`src/rtl/fsr_pkg.sv`:
```
package fsr_pkg;
  localparam int NFLAG    = 5;
  localparam int CEXC_LSB = 0;
  localparam int AEXC_LSB = 5;
  localparam int CC_BASE  = 10;
  localparam int FTT_LSB  = 14;
  localparam int TEM_LSB  = 23;
  localparam int RD_LSB   = 30;
  localparam int INV_BIT  = 4;
  localparam logic [2:0] FTT_IEEE = 3'b001;

  typedef enum logic [1:0] {
    REL_EQ = 2'b00,
    REL_LT = 2'b01,
    REL_GT = 2'b10,
    REL_UN = 2'b11
  } rel_e;

  typedef enum logic [1:0] {
    RD_NEAR = 2'b00,
    RD_ZERO = 2'b01,
    RD_POS  = 2'b10,
    RD_NEG  = 2'b11
  } rd_e;

  // field 0 at the base, fields k>0 at base + 20 + 2k
  function automatic int cc_lsb(input int idx);
    return (idx == 0) ? CC_BASE : CC_BASE + 20 + 2 * idx;
  endfunction
endpackage

```
`src/rtl/fsr_exc_unit.sv`:
```
module fsr_exc_unit
  import fsr_pkg::*;
(
  input  logic [NFLAG-1:0] flags_i,
  input  logic             cmp_i,
  input  logic             cmp_sig_i,
  input  logic [1:0]       cmp_rel_i,
  input  logic [NFLAG-1:0] cexc_i,
  input  logic [NFLAG-1:0] tem_i,
  output logic             any_o,
  output logic [NFLAG-1:0] cexc_o,
  output logic             trap_o
);
  logic [NFLAG-1:0] eff;

  always_comb begin
    eff = flags_i;
    if (cmp_i && cmp_sig_i && (cmp_rel_i == REL_UN)) eff[INV_BIT] = 1'b1;
    any_o  = |eff;
    cexc_o = cexc_i | eff;
    trap_o = any_o && |(cexc_o & tem_i);
  end
endmodule

```
`src/rtl/fsr_cc_unit.sv`:
```
module fsr_cc_unit
  import fsr_pkg::*;
#(
  parameter int W      = 64,
  parameter int NUM_CC = 4,
  localparam int SEL_W = (NUM_CC > 1) ? $clog2(NUM_CC) : 1
) (
  input  logic [W-1:0]     fsr_i,
  input  logic             en_i,
  input  logic [SEL_W-1:0] sel_i,
  input  logic [1:0]       rel_i,
  output logic [W-1:0]     fsr_o
);
  logic [NUM_CC-1:0] hit;

  for (genvar g = 0; g < NUM_CC; g++) begin : g_cc
    assign hit[g] = en_i && (sel_i == SEL_W'(g));
  end

  always_comb begin
    fsr_o = fsr_i;
    for (int g = 0; g < NUM_CC; g++) begin
      if (hit[g]) fsr_o[cc_lsb(g) +: 2] = rel_i;
    end
  end
endmodule

```
`src/rtl/fsr_rnd_decode.sv`:
```
module fsr_rnd_decode
  import fsr_pkg::*;
(
  input  logic [1:0] rd_i,
  output logic [3:0] rnd_o
);
  always_comb begin
    unique case (rd_e'(rd_i))
      RD_NEAR: rnd_o = 4'b0001;
      RD_ZERO: rnd_o = 4'b0010;
      RD_POS:  rnd_o = 4'b0100;
      RD_NEG:  rnd_o = 4'b1000;
      default: rnd_o = 4'b0010;
    endcase
  end
endmodule

```
`src/rtl/fsr_update_unit.sv`:
```
module fsr_update_unit
  import fsr_pkg::*;
#(
  parameter int W      = 64,
  parameter int NUM_CC = 4,
  localparam int SEL_W = (NUM_CC > 1) ? $clog2(NUM_CC) : 1
) (
  input  logic             clk_i,
  input  logic             rst_ni,
  input  logic             wr_en_i,
  input  logic [W-1:0]     wr_data_i,
  input  logic             upd_i,
  input  logic [NFLAG-1:0] flags_i,
  input  logic             cmp_i,
  input  logic             cmp_sig_i,
  input  logic [1:0]       cmp_rel_i,
  input  logic [SEL_W-1:0] cmp_sel_i,
  output logic [W-1:0]     fsr_o,
  output logic             trap_o,
  output logic [3:0]       rnd_o
);
  logic [W-1:0]     fsr_q, pre_cc, post_cc;
  logic [NFLAG-1:0] cexc_new;
  logic             any, trap_hit;

  fsr_exc_unit u_exc (
    .flags_i   (flags_i),
    .cmp_i     (cmp_i),
    .cmp_sig_i (cmp_sig_i),
    .cmp_rel_i (cmp_rel_i),
    .cexc_i    (fsr_q[CEXC_LSB +: NFLAG]),
    .tem_i     (fsr_q[TEM_LSB +: NFLAG]),
    .any_o     (any),
    .cexc_o    (cexc_new),
    .trap_o    (trap_hit)
  );

  always_comb begin
    pre_cc = fsr_q;
    if (any) begin
      pre_cc[CEXC_LSB +: NFLAG] = cexc_new;
      if (trap_hit) pre_cc[FTT_LSB +: 3] = FTT_IEEE;
      else          pre_cc[AEXC_LSB +: NFLAG] = fsr_q[AEXC_LSB +: NFLAG] | cexc_new;
    end
  end

  fsr_cc_unit #(.W(W), .NUM_CC(NUM_CC)) u_cc (
    .fsr_i (pre_cc),
    .en_i  (cmp_i && !trap_hit),
    .sel_i (cmp_sel_i),
    .rel_i (cmp_rel_i),
    .fsr_o (post_cc)
  );

  always_ff @(posedge clk_i or negedge rst_ni) begin
    if (!rst_ni) begin
      fsr_q  <= '0;
      trap_o <= 1'b0;
    end else begin
      trap_o <= 1'b0;
      if (wr_en_i) begin
        fsr_q <= wr_data_i;
      end else if (upd_i) begin
        fsr_q  <= post_cc;
        trap_o <= trap_hit;
      end
    end
  end

  fsr_rnd_decode u_rnd (
    .rd_i  (fsr_q[RD_LSB +: 2]),
    .rnd_o (rnd_o)
  );

  assign fsr_o = fsr_q;
endmodule

```
`config.mk`:
```
export PLATFORM = sky130hd
export DESIGN_NAME = fsr_update_unit
export DESIGN_NICKNAME = d
export VERILOG_FILES = /design/src/rtl/fsr_pkg.sv /design/src/rtl/fsr_exc_unit.sv /design/src/rtl/fsr_cc_unit.sv /design/src/rtl/fsr_rnd_decode.sv /design/src/rtl/fsr_update_unit.sv
export SDC_FILE = /design/constraint.sdc
export NUM_CORES = 1
export LEC_CHECK = 0
export ABC_AREA = 0
export BUFFER_PORTS_ARGS = -buffer_cell sky130_fd_sc_hd__buf_4
export CORE_MARGIN = 2
export CORE_UTILIZATION = 45
export DETAILED_ROUTE_END_ITERATION = 6
export HOLD_SLACK_MARGIN = 0.12
export PLACE_DENSITY_LB_ADDON = 0.1
export SYNTH_ARGS = -nofsm -noshare
export SYNTH_HDL_FRONTEND = slang
export SYNTH_SLANG_ARGS = --single-unit
```
`constraint.sdc`:
```
create_clock -name clk_i -period 3.6 [get_ports clk_i]
set_input_delay 0.72 -clock clk_i [delete_from_list [all_inputs] [get_ports clk_i]]
set_output_delay 0.72 -clock clk_i [all_outputs]
set_load 0.02 [all_outputs]
```
==> results of run 1 <==
worst max-delay path by stage:
| stage | startpoint | end | depth (start not counted) |
|---|---|---|---|
| after floorplan | flags_i[3] | fsr_o[32]$_DFFE_PN0P_ | 4 |
| final | wr_en_i | fsr_o[11]$_DFFE_PN0P_ | 4 |
| after detailed placement | wr_en_i | fsr_o[17]$_DFFE_PN0P_ | 3 |
| after global placement | wr_en_i | fsr_o[17]$_DFFE_PN0P_ | 3 |
| after global routing | wr_en_i | fsr_o[11]$_DFFE_PN0P_ | 4 |
| after CTS | fsr_o[31]$_DFFE_PN0P_ | rnd_o[3] | 2 |
flip-flops by register name (all words and copies together) (netlist names):
name	cells
fsr_o	64
trap_o	1
layer usage:
metal	up-vias	share of wire [%]
met1	1094	41
met4	0	0.79
met2	84	50
met3	5	8.2
li1	1092	-
met5	-	0
placed cells by master (no fill, tap or decap):
cell type	Yosys	routed
or4_4	1	1
nand4b_1	3	3
clkinv_4	0	1
a21oi_4	1	1
nor2_1	5	5
a41o_2	1	1
nor2_4	1	1
mux2i_1	19	19
nand2b_1	1	1
and2_1	2	2
and4_1	2	2
buf_4	1	149
dfrtp_1	65	65
nor2b_1	2	2
o31a_1	1	1
o31ai_1	4	4
clkbuf_1	7	2
mux2_4	4	4
inv_1	5	5
o21ai_2	1	1
and4bb_2	1	1
clkinv_2	0	2
clkinvlp_4	0	1
a21oi_1	8	8
a21boi_0	4	4
mux2_2	43	43
clkbuf_8	0	9
o21a_1	4	4
o21ai_0	20	20
bufinv_16	0	1
nand2_1	13	13
cells by family after synthesis:
kind of cell	Yosys count	synth area share [%]
AO/OA/AOI/OAI	44	9.55
AND/OR/NAND/NOR	31	6.17
buffers and inverters	16	2.34
flip-flops	65	56.4
multiplexers	66	25.5
power by group through the flow:
stage | Sequential (mW) | Clock [mW] | Combinational, mW
floorplan | 0.971 | 0 | 0.155
finish | 0.866 | 0.590 | 0.499
CTS | 0.866 | 0.610 | 0.505
global placement | 0.876 | 0 | 0.495
detailed placement | 0.878 | 0 | 0.504
global route | 0.876 | 0.641 | 0.534
through the flow:
| step | setup slack, ns | hold WS [ns] | instance area, um^2 |
|---|---|---|---|
| final | 1.78 | 0.469 | 4240 |
| after global routing | 1.61 | 0.522 | 4240 |
| after CTS | 1.78 | 0.499 | 4240 |
| after detailed placement | 1.45 | 0.496 | 4050 |
| after global placement | 1.48 | 0.485 | 4050 |
| after floorplan | 1.72 | 0.424 | 2880 |
synthesized netlist by cell type:
library cell and number:
dfrtp_1 65, mux2_2 43, o21ai_0 20, mux2i_1 19, nand2_1 13, a21oi_1 8, clkbuf_1 7, inv_1 5
nor2_1 5, a21boi_0 4, mux2_4 4, o21a_1 4, o31ai_1 4, buf_2 3, nand4b_1 3, and2_1 2
and4_1 2, nor2b_1 2, a21oi_4 1, a41o_2 1, and4bb_2 1, buf_4 1, nand2b_1 1, nor2_4 1
o21ai_2 1, o31a_1 1, or4_4 1
area by class of cell:
type,count,area (um^2)
flip-flops and latches,65,1630
repair buffers,149,1120
inverters,5,18.8
multi-input cells,141,1190
well taps,77,96.3
fillers,502,2040
clock buffers,11,131
clock inverters,5,56.3
critical path: stages:
cell      delay (ns)
buf_4           0.59
inv_1           0.29
a21boi_0        0.29
mux2i_1         0.11
==> reports/results.ini, run 1 <==
[sta]
hold_viol = 0
setup_viol = 0
period_share_pct = 50.6
min_period_ns = 1.82
finClkSkew_ns = 0.00480
fmax_mhz = 549
setup_tns_ns = 0
slew_headroom_pct = 46.7
drv_slew = 0
worst_pin_slew_ns = 0.800
rsz0062_at_grt = no

[power_and_ir_drop]
clock_power_share_pct = 30.2
power.density_nw_per_um2 = 461
peakVddDrop_uv = 305
combPwrFrac_pct = 25.5
p_int_mw = 1.38
total_power_mw = 1.95
p_switching_mw = 0.571
seqPwrFrac_pct = 44.3
p_leak_nw = 2.08
swShare_pct = 29.2

[die]
core-area_um2 = 6280
dieArea_um2 = 7060
fp.dieH_um = 84.0
die_w_um = 84.0
io_pins = 148
num_rows = 29
start_util_pct = 45.9

[global_route]
grt_pass1_wl_um = 11300
grt_most_used_layer = met2
grt-ovfl-total = 0
antenna_found_initial = 0
met2_usage_pct = 31.8
grt_usage_pct = 20.1
grt_pass1_vias = 2333
grt_use_met3_pct = 8.80
grt_max_degree = 68
met1_usage_pct = 24.7

[place]
place_congestion = 0.782
dpl.cell_count = 437
portBuffers = 147
hpwl_um = 5110

[cts]
cts_hold_buf = 0
h-tree-depth = 3
cts_made_buffers = 9
cts_resized = 0
cts_sinks = 65
cts_root_buffer = clkbuf_8
cts_tree = yes
cts.reportedPaths.clkPinSlew_ns = 0.07
clk_path_buf_depth = 2
post_cts_buffers = 0
insertion_delay_ns = 0.33

[logic_synthesis]
synth_seq_cells = 65
synth-warning-count = 0
syn-num-nets = 301
synth_area_um2 = 2880
synth.largest_area_cell = dfrtp_1
synth_top_area_share_pct = 56.4
yosysSeqAreaShare_pct = 56.4
ys_types = 27
avgSynthCellArea_um2 = 13.0
synth.area.top_cells = dfrtp_1, mux2_2, mux2i_1
syn_inst = 222

[detailed_routing]
wl_per_cell_um = 15.3
antenna_left = 0
wirelength_um = 6950
vias = 2275
first_iter_violations = 59
vias_per_cell = 5.02
first_pass_iters = 4
drc_errors = 0

[layout]
post-route-util_pct = 67.5
syn_to_final_growth_pct = 47.0
n_antenna_cell = 0
layoutNonFillerInstCount = 453
layout-drive-gt1-share_pct = 57.4
final_nets = 450

[critical_path]
rrSetupSlack_ns = 2.00
endpoint_kind = register
worstSetupPathType = input port to register
critPathMaxFanout = 67
reg2reg_depth = 4
regToRegEndpoint = fsr_o[34]$_DFFE_PN0P_
crit_path_start_kind = input port
rr_startpoint = fsr_o[1]$_DFFE_PN0P_
critPathArrivalTime_ns = 2.03
cp.required_ns = 3.80

[flow_run]
drv_cap = 0

[min_path]
hold_class = input port to asynchronous set/reset pin

[status]
status = completed

(Power assumes the default switching activity.)
==> run 2, diff against run 1 <==
Clock period 3.6 ns to 1.7 ns, I/O delays scaled along.
==> reports/results.ini, run 2 (synthesis gave the netlist of run 1 again) <==
[status]
status = completed  ; unchanged

[layout]
final_nets = 455  ; was 450
n_antenna_cell = 0  ; unchanged
layout-drive-gt1-share_pct = 58.2  ; was 57.4%
post-route-util_pct = 68.8  ; was 67.5%
syn_to_final_growth_pct = 49.9  ; was 47.0%
layout_commonest_cell = buf_4  ; unchanged
largest_reg_flops = 64  ; unchanged
final_cell_mix = buf_4, dfrtp_1, mux2_2  ; unchanged

[detailed_routing]
first_iter_violations = 100  ; was 59
first_pass_iters = 4  ; unchanged
vias = 2332  ; was 2275
dr_wl_met2_um = 3500  ; was 3470 um
vias_per_cell = 5.10  ; was 5.02
wl_met1_um = 2780  ; was 2850 um
antenna_left = 0  ; unchanged
topRoutingLayerUsed = met4  ; unchanged
wl_met3_um = 635  ; was 569 um
wl_per_cell_um = 15.5  ; was 15.3 um
drc_errors = 0  ; unchanged
wirelength_um = 7080  ; was 6950 um

[place]
place_congestion = 0.816  ; was 0.782
hpwl_um = 5350  ; was 5110 um
portBuffers = 147  ; unchanged

[critical_path]
cpPeakStageDelay_ns = 0.39  ; was 0.59 ns
worstSetupPathType = register to register  ; was input port to register
critPathArrivalTime_ns = 1.78  ; was 2.03 ns
cp.required_ns = 1.93  ; was 3.80 ns
endpoint_kind = register  ; unchanged
cp_slowest_cell = dfrtp_1  ; was buf_4
critPathMaxFanout = 8  ; was 67
crit_path_start_kind = register  ; was input port
cp_num_buf_inv = 0  ; was 2
worstPathCellList = o21ai_0 > and4_1 > a21oi_4 > mux2_4  ; was buf_4 > inv_1 > a21boi_0 > mux2i_1
crit_family = compound AO/OA/AOI/OAI gates  ; was buffers and inverters

[die]
num_rows = 29  ; unchanged
start_util_pct = 45.9  ; unchanged
core-area_um2 = 6280  ; unchanged
dieArea_um2 = 7060  ; unchanged
fp.dieH_um = 84.0  ; unchanged
io_pins = 148  ; unchanged
die_w_um = 84.0  ; unchanged

[cts]
cts.reportedPaths.clkPinSlew_ns = 0.07  ; about the same
cts_sinks = 65  ; unchanged
clk_path_buf_depth = 2  ; unchanged
cts_tree = yes  ; unchanged
insertion_delay_ns = 0.33  ; about the same
cts_root_buffer = clkbuf_8  ; unchanged
h-tree-depth = 3  ; unchanged
cts_made_buffers = 9  ; unchanged

[power_and_ir_drop]
peakVddDrop_uv = 591  ; was 305 uV
power.density_nw_per_um2 = 976  ; was 461 nW/um^2
p_leak_nw = 2.12  ; was 2.08 nW

[global_route]
grt_pass1_wl_um = 11700  ; was 11300 um
grt_pass1_vias = 2491  ; was 2333
grt_usage_pct = 20.9  ; was 20.1%
antenna_found_initial = 0  ; unchanged
grt_max_degree = 38  ; was 68
grt-ovfl-total = 0  ; unchanged

[sta]
drv_slew = 0  ; unchanged
worst_pin_slew_ns = 0.478  ; was 0.800 ns
period_share_pct = 91.7
setup_tns_ns = 0  ; unchanged
fmax_mhz = 642
min_period_ns = 1.56
finClkSkew_ns = 0.00706  ; was 0.00480 ns
rsz0062_at_grt = no  ; unchanged
setup_viol = 0  ; unchanged
slew_headroom_pct = 68.2  ; was 46.7%
hold_viol = 0  ; unchanged

[min_path]
hold_class = input port to register  ; was input port to asynchronous set/reset pin

[flow_run]
drv_cap = 0  ; unchanged

-- run 2: cell count changes in the layout (fill, tap and decap cells not counted), sizes merged --
| cell | delta |
|---|---|
| clkbuf | -1 |
| dlygate4sd3 | +1 |
| buf | +4 |
-- run 2: area by class of cell --
| cell class | instances | area, um^2 |
|---|---|---|
| clock inverter | 5 | 56.3 |
| inverter | 5 | 18.8 |
| tap | 77 | 96.3 |
| timing repair buffer | 154 | 1200 |
| fill | 522 | 1960 |
| clock buffer | 10 | 138 |
| sequential | 65 | 1630 |
| multi-input combinational | 141 | 1190 |
-- run 2: power breakdown --
part	internal [mW]	total, mW	leakage [nW]	switching [mW]
combinational	0.554	1.08	1.25	0.526
sequential	1.72	1.83	0.766	0.111
clock	0.707	1.31	0.0981	0.604
total	2.98	4.22	2.12	1.24
-- run 2: tightest hold or removal path, cell delays in order --
cell and delay (ns):
buf_4 0.08, nand2_1 0.04, o21ai_0 0.06
-- run 2: through the flow --
step	power, mW	setup slack (ns)	cells	hold slack (ns)	area (um^2)
floorplan	2.39	0.140	222	0.0444	2880
global placement	2.92	0.0398	441	0.334	4120
detailed placement	2.95	0.00743	441	0.336	4120
CTS	4.27	0.131	457	0.197	4320
global route	4.42	0.0368	457	0.203	4320
finish	4.22	0.142	457	0.219	4320
-- run 2: layer usage --
metal | track usage (%) | up-vias
li1 | - | 1096
met1 | 25.2 | 1133
met2 | 33.7 | 91
met3 | 8.11 | 12
met4 | 8.50 | 0
met5 | 0 | -
-- run 2: path summary, 6_finish.rpt --
| path | from | endpoint | cells past startpoint | slack [ns] |
|---|---|---|---|---|
| setup / recovery | fsr_o[1]$_DFFE_PN0P_ | fsr_o[33]$_DFFE_PN0P_ | 4 | 0.14 |
| hold / removal | wr_data_i[1] | fsr_o[1]$_DFFE_PN0P_ | 3 | 0.22 |
| setup reg to reg | fsr_o[1]$_DFFE_PN0P_ | fsr_o[33]$_DFFE_PN0P_ | 4 | 0.14 |
| hold reg to reg | fsr_o[7]$_DFFE_PN0P_ | fsr_o[7]$_DFFE_PN0P_ | 2 | 0.51 |
| max in group asynchronous | rst_ni | fsr_o[51]$_DFFE_PN0P_ | 3 | 0.64 |
| min in group asynchronous | rst_ni | fsr_o[25]$_DFFE_PN0P_ | 2 | 0.50 |
-- run 2: repair_timing --
action,in CTS,in global routing
buffers inserted,0,0
hold endpoints to repair,35,0
resized for setup,0,0
hold buffers,1,0
==> run 3, diff against run 2 <==
Settings changed: SLEW_MARGIN set to 20.
Clock period 1.7 ns to 1.45 ns, I/O delays scaled along.
==> reports/results.ini, run 3 (synthesis gave the netlist of run 1 again) <==
[status]
status = finished, violations left  ; was completed
failed_checks = setup timing

[die]
start_util_pct = 45.9  ; unchanged
io_pins = 148  ; unchanged
num_rows = 29  ; unchanged
core-area_um2 = 6280  ; unchanged
fp.dieH_um = 84.0  ; unchanged
die_w_um = 84.0  ; unchanged
dieArea_um2 = 7060  ; unchanged

[detailed_routing]
wirelength_um = 7400  ; was 7080 um
vias_per_cell = 5.08  ; was 5.10
drc_errors = 0  ; unchanged
antenna_left = 0  ; unchanged
vias = 2405  ; was 2332
first_pass_iters = 4  ; unchanged
first_iter_violations = 109  ; was 100
wl_per_cell_um = 15.6  ; was 15.5 um

[min_path]
hold_class = input port to register  ; unchanged

[critical_path]
cp_num_buf_inv = 0  ; unchanged
cpPeakStageDelay_ns = 0.43  ; was 0.39 ns
endpoint_kind = register  ; unchanged
worstPathCellList = o21ai_1 > and4_4 > nand4b_1 > o31ai_2  ; was o21ai_0 > and4_1 > a21oi_4 > mux2_4
crit_path_start_kind = register  ; unchanged
worstSetupPathType = register to register  ; unchanged
critPathMaxFanout = 5  ; was 8
critPathArrivalTime_ns = 1.73  ; was 1.78 ns
cp_slowest_cell = dfrtp_2  ; was dfrtp_1
cp.required_ns = 1.69  ; was 1.93 ns
crit_family = simple AND/OR/NAND/NOR gates  ; was compound AO/OA/AOI/OAI gates

[layout]
layout_commonest_cell = buf_4  ; unchanged
final_cell_mix = buf_4, dfrtp_1, mux2_2  ; unchanged
largest_reg_flops = 64  ; unchanged
finalInstanceArea_um2 = 4480  ; was 4320 um^2
n_antenna_cell = 0  ; unchanged
syn_to_final_growth_pct = 55.4  ; was 49.9%
post-route-util_pct = 71.4  ; was 68.8%
final_nets = 470  ; was 455
layout-drive-gt1-share_pct = 62.6  ; was 58.2%

[sta]
slew_headroom_pct = 74.1  ; was 68.2%
worst_hold_slack_ns = 0.158  ; was 0.219 ns
period_share_pct = 103  ; was 91.7%
worst_pin_slew_ns = 0.388  ; was 0.478 ns
setup_viol = 3  ; was 0
hold_viol = 0  ; unchanged
finClkSkew_ns = 0.00604  ; was 0.00706 ns
min_period_ns = 1.49  ; was 1.56 ns
finalWorstSetupSlack_ns = -0.0419  ; was 0.142 ns
fmax_mhz = 670  ; was 642 MHz
rsz0062_at_grt = yes  ; was no
drv_slew = 0  ; unchanged

[global_route]
grt_max_degree = 35  ; was 38
grt_pass1_vias = 2525  ; was 2491
grt_pass1_wl_um = 12200  ; was 11700 um
grt_usage_pct = 21.9  ; was 20.9%
antenna_found_initial = 0  ; unchanged
grt-ovfl-total = 0  ; unchanged

[place]
place_congestion = 0.784  ; was 0.816
post-place-ws_ns = -0.176  ; was 0.00743 ns
hpwl_um = 5580  ; was 5350 um
portBuffers = 147  ; unchanged
post_dp_cell_area_um2 = 4200  ; was 4120 um^2

[cts]
clk_path_buf_depth = 2  ; unchanged
insertion_delay_ns = 0.33  ; about the same
cts_tree = yes  ; unchanged
cts_root_buffer = clkbuf_8  ; unchanged
h-tree-depth = 3  ; unchanged
cts_made_buffers = 9  ; unchanged
cts_sinks = 65  ; unchanged
cts.reportedPaths.clkPinSlew_ns = 0.07  ; about the same

[power_and_ir_drop]
p_leak_nw = 2.20  ; was 2.12 nW
peakVddDrop_uv = 901  ; was 591 uV
total_power_mw = 5.03  ; was 4.22 mW
power.density_nw_per_um2 = 1120  ; was 976 nW/um^2

[flow_run]
drv_cap = 0  ; unchanged

[run 3: path summary, 6_finish.rpt]
kind	to	slack [ns]	cells past startpoint	startpoint
worst max-delay path	fsr_o[8]$_DFFE_PN0P_	-0.04	4	fsr_o[1]$_DFFE_PN0P_
worst min-delay path	fsr_o[0]$_DFFE_PN0P_	0.16	3	wr_data_i[0]
worst max register to register	fsr_o[8]$_DFFE_PN0P_	-0.04	4	fsr_o[1]$_DFFE_PN0P_
worst min register to register	fsr_o[9]$_DFFE_PN0P_	0.51	2	fsr_o[9]$_DFFE_PN0P_
max in group asynchronous	fsr_o[35]$_DFFE_PN0P_	0.55	3	rst_ni
min in group asynchronous	fsr_o[56]$_DFFE_PN0P_	0.42	2	rst_ni
[run 3: tightest hold or removal path: stages]
cell and delay [ns]:
buf_4 0.08, nand2_1 0.04, o21ai_0 0.05
[run 3: layer usage]
layer | wire (um) | global-route usage, % | vias up
met5 | 0 | 0 | -
met4 | 185 | 10.1 | 0
met3 | 477 | 5.34 | 16
met2 | 3880 | 36.8 | 90
met1 | 2850 | 26.5 | 1165
li1 | - | - | 1134
[run 3: report_power, final]
part / leakage, nW / switching [mW] / total [mW] / internal [mW]
Combinational: 1.34 / 0.638 / 1.33 / 0.696
Clock: 0.103 / 0.656 / 1.54 / 0.884
Sequential: 0.758 / 0.137 / 2.15 / 2.02
[run 3: timing repair]
action | in CTS | in global routing
gates resized for setup | 0 | 6
hold endpoints to repair | 28 | 0
setup endpoints to repair | 0 | 9
hold buffers | 1 | 0
buffers inserted | 0 | 7
[run 3: layout make-up]
cell class                 count  area (um^2)
tap                           77         96.3
clock inverter                 3         40.0
inverter                       5         18.8
fill                         463         1800
timing repair buffer         169         1320
sequential                    65         1640
clock buffer                  13          159
multi-input combinational    141         1210
[run 3: metrics by stage]
step | cells | setup TNS [ns]
6_report | 473 | -0.0885
5_1_grt | 473 | -0.218
4_1_cts | 466 | 0
3_5_place_dp | 449 | -2.03
3_3_place_gp | 449 | -1.60
2_1_floorplan | 222 | 0
